### src/rtl/dcp_pkg.sv
package dcp_pkg;
    localparam int WORD_W   = 16;
    localparam int EV_N     = 7;
    localparam int CNT_W    = 3;
    localparam int OFS_W    = 3;

    typedef logic [WORD_W-1:0] word_t;

    typedef struct packed {
        word_t                ts;
        word_t [EV_N-1:0]     ev;
        logic  [CNT_W-1:0]    cnt;
    } cluster_t;

    // Timestamp leaves with its low byte in the upper lane.
    function automatic word_t ts_word(input word_t ts);
        return {ts[7:0], ts[15:8]};
    endfunction
endpackage

### src/rtl/dcp_builder.sv
module dcp_builder
    import dcp_pkg::*;
#(
    parameter int TS_W = 16
) (
    input  logic     clk,
    input  logic     rst,
    input  logic     tick,
    input  word_t    din,
    output logic     seal,
    output cluster_t cl
);
    localparam logic [TS_W-1:0] FORCE_AT = {{(TS_W-1){1'b1}}, 1'b0};

    logic            open_q;
    logic            first_q;
    word_t           prev_q;
    logic [TS_W-1:0] tick_ctr;
    logic [TS_W-1:0] since_q;
    logic [1:0]      gap_q;

    logic changed, force_now;
    assign changed   = first_q || (din != prev_q);
    assign force_now = !first_q && (since_q == FORCE_AT);

    always_ff @(posedge clk) begin
        if (rst) begin
            open_q   <= 1'b0;
            first_q  <= 1'b1;
            prev_q   <= '0;
            tick_ctr <= '0;
            since_q  <= '0;
            seal     <= 1'b0;
            cl       <= '0;
            gap_q    <= 2'd3;
        end else begin
            seal <= 1'b0;
            if (tick) gap_q <= 2'd0;
            else if (gap_q != 2'd3) gap_q <= gap_q + 2'd1;
            if (tick) begin
                prev_q   <= din;
                first_q  <= 1'b0;
                tick_ctr <= tick_ctr + 1'b1;
                if (open_q) begin
                    since_q <= since_q + 1'b1;
                    if (changed) begin
                        for (int j = 0; j < EV_N; j++)
                            if (j >= int'(cl.cnt)) cl.ev[j] <= din;
                        cl.cnt <= cl.cnt + 1'b1;
                        if (int'(cl.cnt) == EV_N - 1) begin
                            open_q <= 1'b0;
                            seal   <= 1'b1;
                        end
                    end else begin
                        open_q <= 1'b0;
                        seal   <= 1'b1;
                    end
                end else if (changed || force_now) begin
                    open_q  <= 1'b1;
                    since_q <= '0;
                    cl.ts   <= word_t'(tick_ctr);
                    for (int j = 0; j < EV_N; j++) cl.ev[j] <= din;
                    cl.cnt  <= CNT_W'(1);
                end else begin
                    since_q <= since_q + 1'b1;
                end
            end
        end
    end

    // input rule, ticks at least four cycles apart
    p_tick_gap_r11: assert property (@(posedge clk) disable iff (rst)
        tick |-> gap_q == 2'd3);
    // an open cluster never holds a full set of events
    p_open_count_r6: assert property (@(posedge clk) disable iff (rst)
        open_q |-> (cl.cnt >= CNT_W'(1)) && (int'(cl.cnt) < EV_N));
    // a repeated sample ends an open run
    p_repeat_closes_r5: assert property (@(posedge clk) disable iff (rst)
        (tick && open_q && !first_q && din == prev_q) |=> (!open_q && seal));
    // quiet span reaching the limit opens a cluster
    p_force_open_r8: assert property (@(posedge clk) disable iff (rst)
        (tick && !open_q && force_now) |=> (open_q && cl.cnt == CNT_W'(1)));
endmodule

### src/rtl/dcp_emitter.sv
module dcp_emitter
    import dcp_pkg::*;
#(
    parameter int PTR_W = 21
) (
    input  logic                   clk,
    input  logic                   rst,
    input  logic                   seal,
    input  cluster_t               cl_in,
    output logic                   mem_we,
    output logic [PTR_W+OFS_W-1:0] mem_addr,
    output word_t                  mem_wdata,
    output logic [CNT_W-1:0]       mem_nvalid,
    output logic [PTR_W+OFS_W-1:0] wr_pos
);
    localparam logic [OFS_W-1:0] LAST = '1;

    logic             busy;
    logic [OFS_W-1:0] ofs;
    logic [PTR_W-1:0] ptr;
    cluster_t         sh;
    logic [OFS_W-1:0] ev_idx;

    always_ff @(posedge clk) begin
        if (rst) begin
            busy <= 1'b0;
            ofs  <= '0;
            ptr  <= '0;
            sh   <= '0;
        end else begin
            if (busy && ofs == LAST) ptr <= ptr + 1'b1;
            if (seal) begin
                sh   <= cl_in;
                busy <= 1'b1;
                ofs  <= '0;
            end else if (busy) begin
                ofs <= ofs + 1'b1;
                if (ofs == LAST) busy <= 1'b0;
            end
        end
    end

    assign ev_idx     = (ofs == '0) ? '0 : ofs - 1'b1;
    assign mem_we     = busy;
    assign mem_addr   = {ptr, ofs};
    assign mem_wdata  = (ofs == '0) ? ts_word(sh.ts) : sh.ev[ev_idx];
    assign mem_nvalid = sh.cnt;
    assign wr_pos     = {ptr, {OFS_W{1'b0}}};

    // a new cluster never arrives mid-burst
    p_no_overrun_r2: assert property (@(posedge clk) disable iff (rst)
        seal |-> (!busy || ofs == LAST));
    // burst words follow one per cycle
    p_burst_step_r2: assert property (@(posedge clk) disable iff (rst)
        (busy && ofs != LAST) |=> (busy && ofs == $past(ofs) + 1'b1));
    // cluster slot advances by one after each burst, wrapping
    p_slot_step_r9: assert property (@(posedge clk) disable iff (rst)
        (busy && ofs == LAST) |=> ptr == $past(ptr) + 1'b1);
endmodule

### src/rtl/delta_cluster_packer.sv
module delta_cluster_packer
    import dcp_pkg::*;
#(
    parameter int TS_W  = 16,
    parameter int ROW_W = 15,
    parameter int COL_W = 9
) (
    input  logic                   clk,
    input  logic                   rst,
    input  logic                   smp_valid,
    input  logic [15:0]            smp_data,
    output logic                   mem_we,
    output logic [ROW_W+COL_W-1:0] mem_addr,
    output logic [15:0]            mem_wdata,
    output logic [2:0]             mem_nvalid,
    output logic [ROW_W+COL_W-1:0] wr_pos
);
    localparam int ADDR_W = ROW_W + COL_W;
    localparam int PTR_W  = ADDR_W - OFS_W;

    logic     seal;
    cluster_t cl;

    dcp_builder #(.TS_W(TS_W)) u_build (
        .clk  (clk),
        .rst  (rst),
        .tick (smp_valid),
        .din  (smp_data),
        .seal (seal),
        .cl   (cl)
    );

    dcp_emitter #(.PTR_W(PTR_W)) u_emit (
        .clk        (clk),
        .rst        (rst),
        .seal       (seal),
        .cl_in      (cl),
        .mem_we     (mem_we),
        .mem_addr   (mem_addr),
        .mem_wdata  (mem_wdata),
        .mem_nvalid (mem_nvalid),
        .wr_pos     (wr_pos)
    );

    // nothing is written while nothing has been sealed
    p_quiet_after_reset_r1: assert property (@(posedge clk) disable iff (rst)
        $rose(mem_we) |-> $past(seal));
endmodule

### config.mk
export PLATFORM = sky130hd
export DESIGN_NAME = delta_cluster_packer
export DESIGN_NICKNAME = d
export VERILOG_FILES = /design/src/rtl/dcp_pkg.sv /design/src/rtl/dcp_builder.sv /design/src/rtl/dcp_emitter.sv /design/src/rtl/delta_cluster_packer.sv
export SDC_FILE = /design/constraint.sdc
export NUM_CORES = 1
export LEC_CHECK = 0
export BUFFER_PORTS_ARGS = -buffer_cell sky130_fd_sc_hd__buf_2
export CORE_ASPECT_RATIO = 0.6
export CORE_MARGIN = 5
export CORE_UTILIZATION = 45
export DETAILED_ROUTE_END_ITERATION = 8
export HOLD_SLACK_MARGIN = 0.1
export PLACE_DENSITY = 0.65
export RECOVER_POWER = 50
export SLEW_MARGIN = 0
export SYNTH_ARGS = -nofsm -noshare
export SYNTH_HDL_FRONTEND = slang
export SYNTH_SLANG_ARGS = --single-unit
### constraint.sdc
create_clock -name clk -period 4.3 [get_ports clk]
set_clock_uncertainty 0.05 [all_clocks]
set_input_delay 0.86 -clock clk [delete_from_list [all_inputs] [get_ports clk]]
set_output_delay 0.86 -clock clk [all_outputs]
set_load 0.01 [all_outputs]
==> out/qor.txt, run 1 <==
CLOCK NETWORK
-------------------------------------------------------------------------------------------
CTS Hold Bufs                                                                             0
TritonCTS Buffers                                                                        31
Sink Count                                                                              338
Clock latency of the later-clocked register in the worst-skew pair                  0.56 ns
Maximum buffer depth of the clock tree                                                    3
H-tree depth                                                                              1
Post-CTS setup buffer count                                                               0
CTS Root Cell                                                                  sky130_fd_sc_hd__clkbuf_16
Cts repair resizes                                                                        0
Clock tree from TritonCTS                                                              done
Clock-pin transition on the worst setup and hold timing paths                       0.07 ns

YOSYS
-------------------------------------------------------------------------------------------
Synthesis Warnings                                                                        0
Number of instances in the synthesized netlist                                         1496
Post-synthesis average cell area                                                 9.66 sq um
Post-Synthesis Cell Area                                                        14500 sq um
Number of enable flip-flop cells after synthesis                                          0
Combinational family with the most area after synthesis                        multiplexers
Multiplexer area fraction after synthesis                                             18.5%
Cell variety after synth                                                                 55
Async set or reset register ratio after synthesis                                        0%
Register area share after synthesis                                                   46.8%
Synthesized-area fraction occupied by xor and xnor cells                              3.58%
Synthesis-stage register bit count                                                      338
Synthesized-area fraction occupied by ao, oa, aoi and oai cells                       8.26%
Share of synthesized cell area in full adder, half adder and majority cells          0.952%
Post-synthesis simple-gate area fraction                                              16.7%
Flip-flop cell with the highest count after synthesis                          sky130_fd_sc_hd__dfxtp_1

FLOORPLAN
-------------------------------------------------------------------------------------------
Core footprint                                                                  31400 sq um
Floorplan row count                                                                      50
Horizontal die dimension                                                        241 microns
Height of the die                                                               149 microns
Initial Util                                                                          46.0%
Number of placed I/O pins                                                                87
Die area                                                                        35900 sq um

GRT
-------------------------------------------------------------------------------------------
Maximum number of pins on one net before global-route repair                            123
Global routing usage summed across all routing layers                                 19.4%
Vias in the first global route                                                         9553
Number of antenna violations at the first check in global routing                         0
Total congestion overflow                                                                 0
Global-route wire length before repair                                              56.1 mm

PWR
-------------------------------------------------------------------------------------------
Clock power share                                                                     45.0%
Switching Share                                                                       22.5%
Peak supply drop                                                                 0.000329 V
Internal power consumption                                                          5.02 mW
Net load switching power                                                            1.45 mW
Post-layout power                                                                   6.47 mW
Cell Pwr Density                                                                405 nW/um^2
Part of the power in registers                                                        50.3%
Combinational cell fraction of total power                                             4.7%
Lkg Pwr                                                                             6.03 nW

HOLD PATH
-------------------------------------------------------------------------------------------
Worst Hold Path Cells                                                                     2
Hold worst-path end                                                            u_build.cl[105]
Beginning of the worst hold path                                               u_build.cl[105]
Worst min-delay path category                                                  flop to flop

FINAL LAYOUT
-------------------------------------------------------------------------------------------
Area growth from synthesis to layout                                                  10.6%
Fraction of final layout cells with drive strength greater than 1                     9.63%
Most used cells in the layout excluding fill and tap cells                     sky130_fd_sc_hd__dfxtp_1, sky130_fd_sc_hd__mux2i_1, sky130_fd_sc_hd__nor2_1
Antenna diode count                                                                       0
Most common library cell in the layout ignoring fill and taps                  sky130_fd_sc_hd__dfxtp_1
Nets                                                                                   1546

TIMING
-------------------------------------------------------------------------------------------
Period utilisation layout                                                             96.2%
Worst slew margin                                                                    -57.0%
Final setup violating endpoints                                                           0
Final Critical Period                                                               4.14 ns
Max-slew violation total from the final report                                          123
Measured slew at the worst slew-check pin                                           2.36 ns
RSZ-0062 raised after global routing                                                  false
Setup TNS                                                                              0 ns
Maximum achievable frequency                                                        242 MHz
Final Hold Vio Count                                                                      0

RUN STATUS
-------------------------------------------------------------------------------------------
Violations in the final reports                                                capacitance limit, slew limit
Result of the run                                                              finished, violations left

ROUTING
-------------------------------------------------------------------------------------------
Count of vias placed by the detailed router                                           10400
Overall routed net length                                                           35.3 mm
Post-detailed-route wirelength per cell                                        18.1 microns
Residual antenna-violating net count after detailed routing                               0
Vias per Instance                                                                      5.35
Remaining routing DRC violations                                                          0
Number of design-rule violations left by the first detailed-router iteration            821
Number of optimization iterations in the first detailed-route pass                        5

PLACED DESIGN
-------------------------------------------------------------------------------------------
Half-perimeter wire length after detailed placement                                 23.4 mm
Number of input and output port buffers inserted                                         83
Final estimated routing congestion in global placement                                0.817

SETUP PATH
-------------------------------------------------------------------------------------------
Kind of launch point of the worst setup path                                           flop
R2R Path End                                                                   u_emit.ptr[19]
List of cells traversed by the critical path                                   inv_1 > ha_1 > nor2b_1 > nor2_4 > buf_4 > mux2_2 > a211oi_1 > a21o_1 > a21oi_1 > buf_2
Worst reg2reg path depth                                                                  9
Data required, critical path                                                        3.39 ns
Maximum net fanout on the critical path                                                  15
Top cell family by delay on the critical path                                  simple AND/OR/NAND/NOR gates
Crit Path Class                                                                flop to output pin
Reg-to-Reg Start                                                               u_emit.ofs[0]
Largest stage delay on the critical path                                            0.39 ns
R2r setup slk                                                                       1.33 ns
Buffering stage count on the worst path with inverters included                           3
Data arrival at the endpoint of the critical path                                   3.23 ns
Cell with the biggest individual delay on the critical path                    sky130_fd_sc_hd__dfxtp_1
Crit path capture type                                                           output pin

JOB
-------------------------------------------------------------------------------------------
Number of max-capacitance violations reported                                             1

how the worst max path moves through the flow:
stage                        from             to  slack (ns)  cells after the start
CTS                 u_emit.ofs[1]  mem_wdata[14]        0.14                     10
finish              u_emit.ofs[1]  mem_wdata[14]        0.16                     10
global route        u_emit.ofs[1]  mem_wdata[14]        0.04                     10
detailed placement  u_emit.ofs[1]  mem_wdata[14]        0.79                     10
global placement    u_emit.ofs[1]  mem_wdata[14]        0.86                     10
floorplan           u_emit.ofs[0]  mem_wdata[10]        0.56                     12
power groups by stage:
| stage | Combinational, mW | Clock, mW | Sequential [mW] |
|---|---|---|---|
| final | 0.305 | 2.91 | 3.26 |
| after global routing | 0.335 | 3.12 | 3.27 |
| after CTS | 0.309 | 2.98 | 3.26 |
| after detailed placement | 0.308 | 0 | 3.33 |
| after global placement | 0.301 | 0 | 3.32 |
| after floorplan | 0.230 | 0 | 3.31 |
cells in the mapped netlist, types with 31 or more instances:
| library cell | count | share of area, % |
|---|---|---|
| sky130_fd_sc_hd__dfxtp_1 | 338 | 47 |
| sky130_fd_sc_hd__mux2i_1 | 263 | 18 |
| sky130_fd_sc_hd__nor2_1 | 252 | 6.5 |
| sky130_fd_sc_hd__o21ai_0 | 87 | 3.0 |
| sky130_fd_sc_hd__clkbuf_1 | 68 | 1.8 |
| sky130_fd_sc_hd__nand2b_1 | 67 | 2.9 |
| sky130_fd_sc_hd__xor2_1 | 43 | 2.6 |
| sky130_fd_sc_hd__a21oi_1 | 41 | 1.4 |
| sky130_fd_sc_hd__nand3b_1 | 33 | 1.7 |
| sky130_fd_sc_hd__buf_4 | 32 | 1.7 |
| sky130_fd_sc_hd__nand2_1 | 31 | 0.81 |
| sky130_fd_sc_hd__nor2b_1 | 31 | 1.3 |
area by class of cell:
class                           instances  area, sq um
Clock buffer                           39          856
Clock inverter                         15          206
Fill cell                            2931        15400
Inverter                               10         37.5
Multi-Input combinational cell       1019         6990
Sequential cell                       338         6770
Tap cell                              416          520
Timing Repair Buffer                  116          597
per-stage QoR:
step                instances  worst slack [ns]  util [%]  hold slack (ns)  cell area, sq um
floorplan                1498             0.562         -            0.398             14500
finish                   1953             0.164      50.9            0.425             16000
global placement         1899             0.864      47.8            0.407             15000
global route             1953            0.0380      50.9            0.445             16000
detailed placement       1899             0.789      47.8            0.411             15000
CTS                      1953             0.137      51.2            0.428             16100
sequential cells by signal, indices dropped and copies added (netlist names), 3 cells and up:
signal / cells
u_emit.mem_nvalid: 3
u_emit.ptr: 21
u_build.since_q: 16
u_emit.sh: 128
u_build.prev_q: 16
u_build.cl: 131
u_emit.ofs: 3
u_build.tick_ctr: 16
metal layers:
layer  share of wire [%]  track usage, %  vias up
met4                 2.0            3.92        0
met2                  39            25.8      242
met5                   0               0        -
li1                    -               -     5131
met1                  52            31.3     5024
met3                 6.7            4.60       43
logic make-up (layout without fill, tap and decap cells):
| logic type | after synthesis | in the layout |
|---|---|---|
| buffers and inverters | 141 | 180 |
| DFF | 338 | 338 |
| muxes | 267 | 267 |
| adders and majority gates | 11 | 11 |
| AOI/OAI and AO/OA | 193 | 193 |
| and+or+nand+nor | 486 | 486 |
| other | 1 | 3 |
| xor gates and xnor gates | 59 | 59 |
worst min-delay path, stage by stage (launching register included):
cell and delay, ns:
sky130_fd_sc_hd__dfxtp_1 0.31, sky130_fd_sc_hd__nand2b_1 0.06, sky130_fd_sc_hd__mux2i_1 0.06
Note: power is estimated with default switching activity, not from simulation.
==> inputs of run 2 (changes only) <==
--- a/config.mk
+++ b/config.mk
@@ -7,7 +7,7 @@
 export LEC_CHECK = 0
 export BUFFER_PORTS_ARGS = -buffer_cell sky130_fd_sc_hd__buf_2
 export CORE_ASPECT_RATIO = 0.6
-export CORE_MARGIN = 5
+export CORE_MARGIN = 8
 export CORE_UTILIZATION = 45
 export DETAILED_ROUTE_END_ITERATION = 8
 export HOLD_SLACK_MARGIN = 0.1
==> constraint.sdc (replaced) <==
create_clock -name clk -period 5.2 [get_ports clk]
set_clock_uncertainty 0.05 [all_clocks]
set_input_delay 1.04 -clock clk [delete_from_list [all_inputs] [get_ports clk]]
set_output_delay 1.04 -clock clk [all_outputs]
set_load 0.01 [all_outputs]
==> run 2 against run 1 <==
Critical path depth stayed put. Critical path type unchanged. Combinational power is 18% lower. First-iteration DRC count grew 23%. Die area rose by 6.6%. Power shrank 15%. Sequential share of layout area shrank 0.070 points. Largest cell class unchanged. Non-clock buffer count is 17 lower. Final cell count fell by 0.67%. Sequential cell count unchanged. Via count down 0.19%. Clock-buffer cell count is 5 higher. The flow still finishes with violations (capacitance limit, slew limit). Clock power fell by 11%.
==> out/qor.txt, run 2 (synthesis gave the netlist of run 1 again) <==
CLOCK NETWORK
-------------------------------------------------------------------------------------------
CTS Root Cell                                                                  sky130_fd_sc_hd__clkbuf_16   unchanged
TritonCTS Buffers                                                                        31   unchanged
Cts repair resizes                                                                        0   unchanged
Post-CTS setup buffer count                                                               0   unchanged
Maximum buffer depth of the clock tree                                                    3   unchanged
Clock-pin transition on the worst setup and hold timing paths                       0.07 ns   about the same
H-tree depth                                                                              1   unchanged
CTS Hold Bufs                                                                             0   unchanged
Clock tree from TritonCTS                                                              done   unchanged
Sink Count                                                                              338   unchanged
Clock latency of the later-clocked register in the worst-skew pair                  0.58 ns   was 0.56 ns

FINAL LAYOUT
-------------------------------------------------------------------------------------------
Register containing the most flip-flops in the final layout                      u_build.cl   unchanged
Fraction of final layout cells with drive strength greater than 1                     9.06%   was 9.63%
Final standard cell area without fillers                                        16000 sq um   about the same
Antenna diode count                                                                       0   unchanged
Number of inserted filler cells in the final layout                                    2902   was 2931
Top flop regs                                                                  u_build.cl x131, u_emit.sh x128, u_emit.ptr x21   unchanged
Largest register FFs                                                                    131   unchanged
Utilization after layout                                                              51.0%   was 50.9%
Nets                                                                                   1529   was 1546
Area growth from synthesis to layout                                                  10.7%   was 10.6%
Most used cells in the layout excluding fill and tap cells                     sky130_fd_sc_hd__dfxtp_1, sky130_fd_sc_hd__mux2i_1, sky130_fd_sc_hd__nor2_1   unchanged
Most common library cell in the layout ignoring fill and taps                  sky130_fd_sc_hd__dfxtp_1   unchanged
Post-Layout Cell Count                                                                 1940   was 1953

PWR
-------------------------------------------------------------------------------------------
Lkg Pwr                                                                             6.02 nW   was 6.03 nW
Post-layout power                                                                   5.53 mW   was 6.47 mW
Cell Pwr Density                                                                345 nW/um^2   was 405 nW/um^2
Peak supply drop                                                                 0.000280 V   was 0.000329 V

ROUTING
-------------------------------------------------------------------------------------------
Count of vias placed by the detailed router                                           10400   about the same
Number of design-rule violations left by the first detailed-router iteration           1008   was 821
Residual antenna-violating net count after detailed routing                               0   unchanged
Number of optimization iterations in the first detailed-route pass                        5   unchanged
Remaining routing DRC violations                                                          0   unchanged
Vias per Instance                                                                      5.37   was 5.35
Post-detailed-route wirelength per cell                                        18.5 microns   was 18.1 microns
Overall routed net length                                                           35.9 mm   was 35.3 mm

HOLD PATH
-------------------------------------------------------------------------------------------
Worst Hold Path Cells                                                                     2   unchanged
Beginning of the worst hold path                                               u_build.cl[4]   was u_build.cl[105]
Worst min-delay path category                                                  flop to flop   unchanged
Hold worst-path end                                                            u_build.cl[4]   was u_build.cl[105]

FLOORPLAN
-------------------------------------------------------------------------------------------
Die area                                                                        38300 sq um   was 35900 sq um
Horizontal die dimension                                                        247 microns   was 241 microns
Initial Util                                                                          46.0%   unchanged
Number of placed I/O pins                                                                87   unchanged
Core footprint                                                                  31400 sq um   unchanged
Floorplan row count                                                                      50   unchanged
Height of the die                                                               155 microns   was 149 microns

SETUP PATH
-------------------------------------------------------------------------------------------
Worst reg2reg path depth                                                                  9   unchanged
R2r setup slk                                                                       2.06 ns   was 1.33 ns
Crit path capture type                                                           output pin   unchanged
R2R Path End                                                                   u_emit.ptr[17]   was u_emit.ptr[19]
Data required, critical path                                                        4.11 ns   was 3.39 ns
Data arrival at the endpoint of the critical path                                   3.70 ns   was 3.23 ns
Reg-to-Reg Start                                                               u_emit.ofs[0]   unchanged
Kind of launch point of the worst setup path                                           flop   unchanged
Maximum net fanout on the critical path                                                  20   was 15
Crit Path Class                                                                flop to output pin   unchanged

GRT
-------------------------------------------------------------------------------------------
Maximum number of pins on one net before global-route repair                            130   was 123
Number of antenna violations at the first check in global routing                         0   unchanged
Total congestion overflow                                                                 0   unchanged
Global routing usage summed across all routing layers                                 18.4%   was 19.4%
Global-route wire length before repair                                              56.8 mm   was 56.1 mm
Vias in the first global route                                                         9608   was 9553

TIMING
-------------------------------------------------------------------------------------------
Worst slew margin                                                                    -64.0%   was -57.0%
Maximum achievable frequency                                                        209 MHz
Final Hold Vio Count                                                                      0   unchanged
Max-slew violation total from the final report                                          325   was 123
Setup TNS                                                                              0 ns   unchanged
Final Critical Period                                                               4.79 ns
RSZ-0062 raised after global routing                                                  false   unchanged
Measured slew at the worst slew-check pin                                           2.46 ns   was 2.36 ns
Min setup slack post-route                                                         0.414 ns   was 0.164 ns
Period utilisation layout                                                             92.0%
Final-layout worst hold slack                                                      0.425 ns   about the same
Final setup violating endpoints                                                           0   unchanged

PLACED DESIGN
-------------------------------------------------------------------------------------------
Number of input and output port buffers inserted                                         83   unchanged
Worst Setup Slack post-DPL                                                          1.00 ns   was 0.789 ns
Instance count after placement with tap cells included                                 1882   was 1899
Post-detailed-placement cell area                                               14900 sq um   was 15000 sq um
Final estimated routing congestion in global placement                                0.820   was 0.817
Half-perimeter wire length after detailed placement                                 23.4 mm   about the same

RUN STATUS
-------------------------------------------------------------------------------------------
Violations in the final reports                                                capacitance limit, slew limit   unchanged
Result of the run                                                              finished, violations left   unchanged

JOB
-------------------------------------------------------------------------------------------
Number of max-capacitance violations reported                                             3   was 1

[run 2: cell types whose count changed in the layout (fill, tap and decap cells not counted), moves of 2 or more]
| cell | change |
|---|---|
| sky130_fd_sc_hd__clkbuf_8 | +2 |
| sky130_fd_sc_hd__clkinv_2 | -2 |
| sky130_fd_sc_hd__buf_2 | -4 |
| sky130_fd_sc_hd__bufinv_16 | +2 |
| sky130_fd_sc_hd__clkbuf_1 | -3 |
| sky130_fd_sc_hd__buf_4 | -11 |
| sky130_fd_sc_hd__buf_12 | +2 |
[run 2: report_power, final]
group	switching, mW	total (mW)	internal [mW]
Combinational	0.158	0.249	0.0916
Clock	1.01	2.58	1.57
Sequential	0.0406	2.69	2.65
Total	1.21	5.53	4.32
[run 2: worst max-delay path, cell delays in order (launching register included)]
cell,delay (ns)
sky130_fd_sc_hd__dfxtp_1,0.33
sky130_fd_sc_hd__inv_1,0.31
sky130_fd_sc_hd__ha_1,0.45
sky130_fd_sc_hd__nor2b_1,0.20
sky130_fd_sc_hd__nor2_4,0.55
sky130_fd_sc_hd__buf_4,0.35
sky130_fd_sc_hd__mux2_2,0.36
sky130_fd_sc_hd__a211oi_1,0.23
sky130_fd_sc_hd__a21o_1,0.13
sky130_fd_sc_hd__a21oi_1,0.06
sky130_fd_sc_hd__buf_2,0.16
[run 2: final cells by class]
cell class,instances,area (sq um),area share [%]
sequential,338,6770,42.3
clock buffer,44,916,5.72
tap,416,520,3.25
timing repair buffer,99,520,3.25
inverter,10,37.5,0.235
clock inverter,14,249,1.56
multi-input combinational,1019,6990,43.7
[run 2: per-layer routing]
metal | part of all wire, % | routed length [microns] | track usage, % | vias to the layer above
met5 | 0 | 0 | 0 | -
met2 | 40 | 14400 | 25.1 | 247
met4 | 1.9 | 685 | 3.91 | 0
met3 | 5.5 | 1970 | 3.30 | 49
met1 | 52 | 18800 | 29.0 | 5006
li1 | - | - | - | 5118
[run 2: worst max-delay path by stage]
stage	startpoint	to	slack [ns]	depth (start not counted)
after floorplan	u_emit.ofs[0]	mem_wdata[10]	1.28	12
after global placement	u_emit.ofs[0]	mem_wdata[14]	1.13	10
after detailed placement	u_emit.ofs[0]	mem_wdata[14]	1.00	10
after CTS	u_emit.ofs[0]	mem_wdata[14]	0.40	10
after global routing	u_emit.ofs[0]	mem_wdata[14]	0.22	10
final	u_emit.ofs[0]	mem_wdata[14]	0.41	10
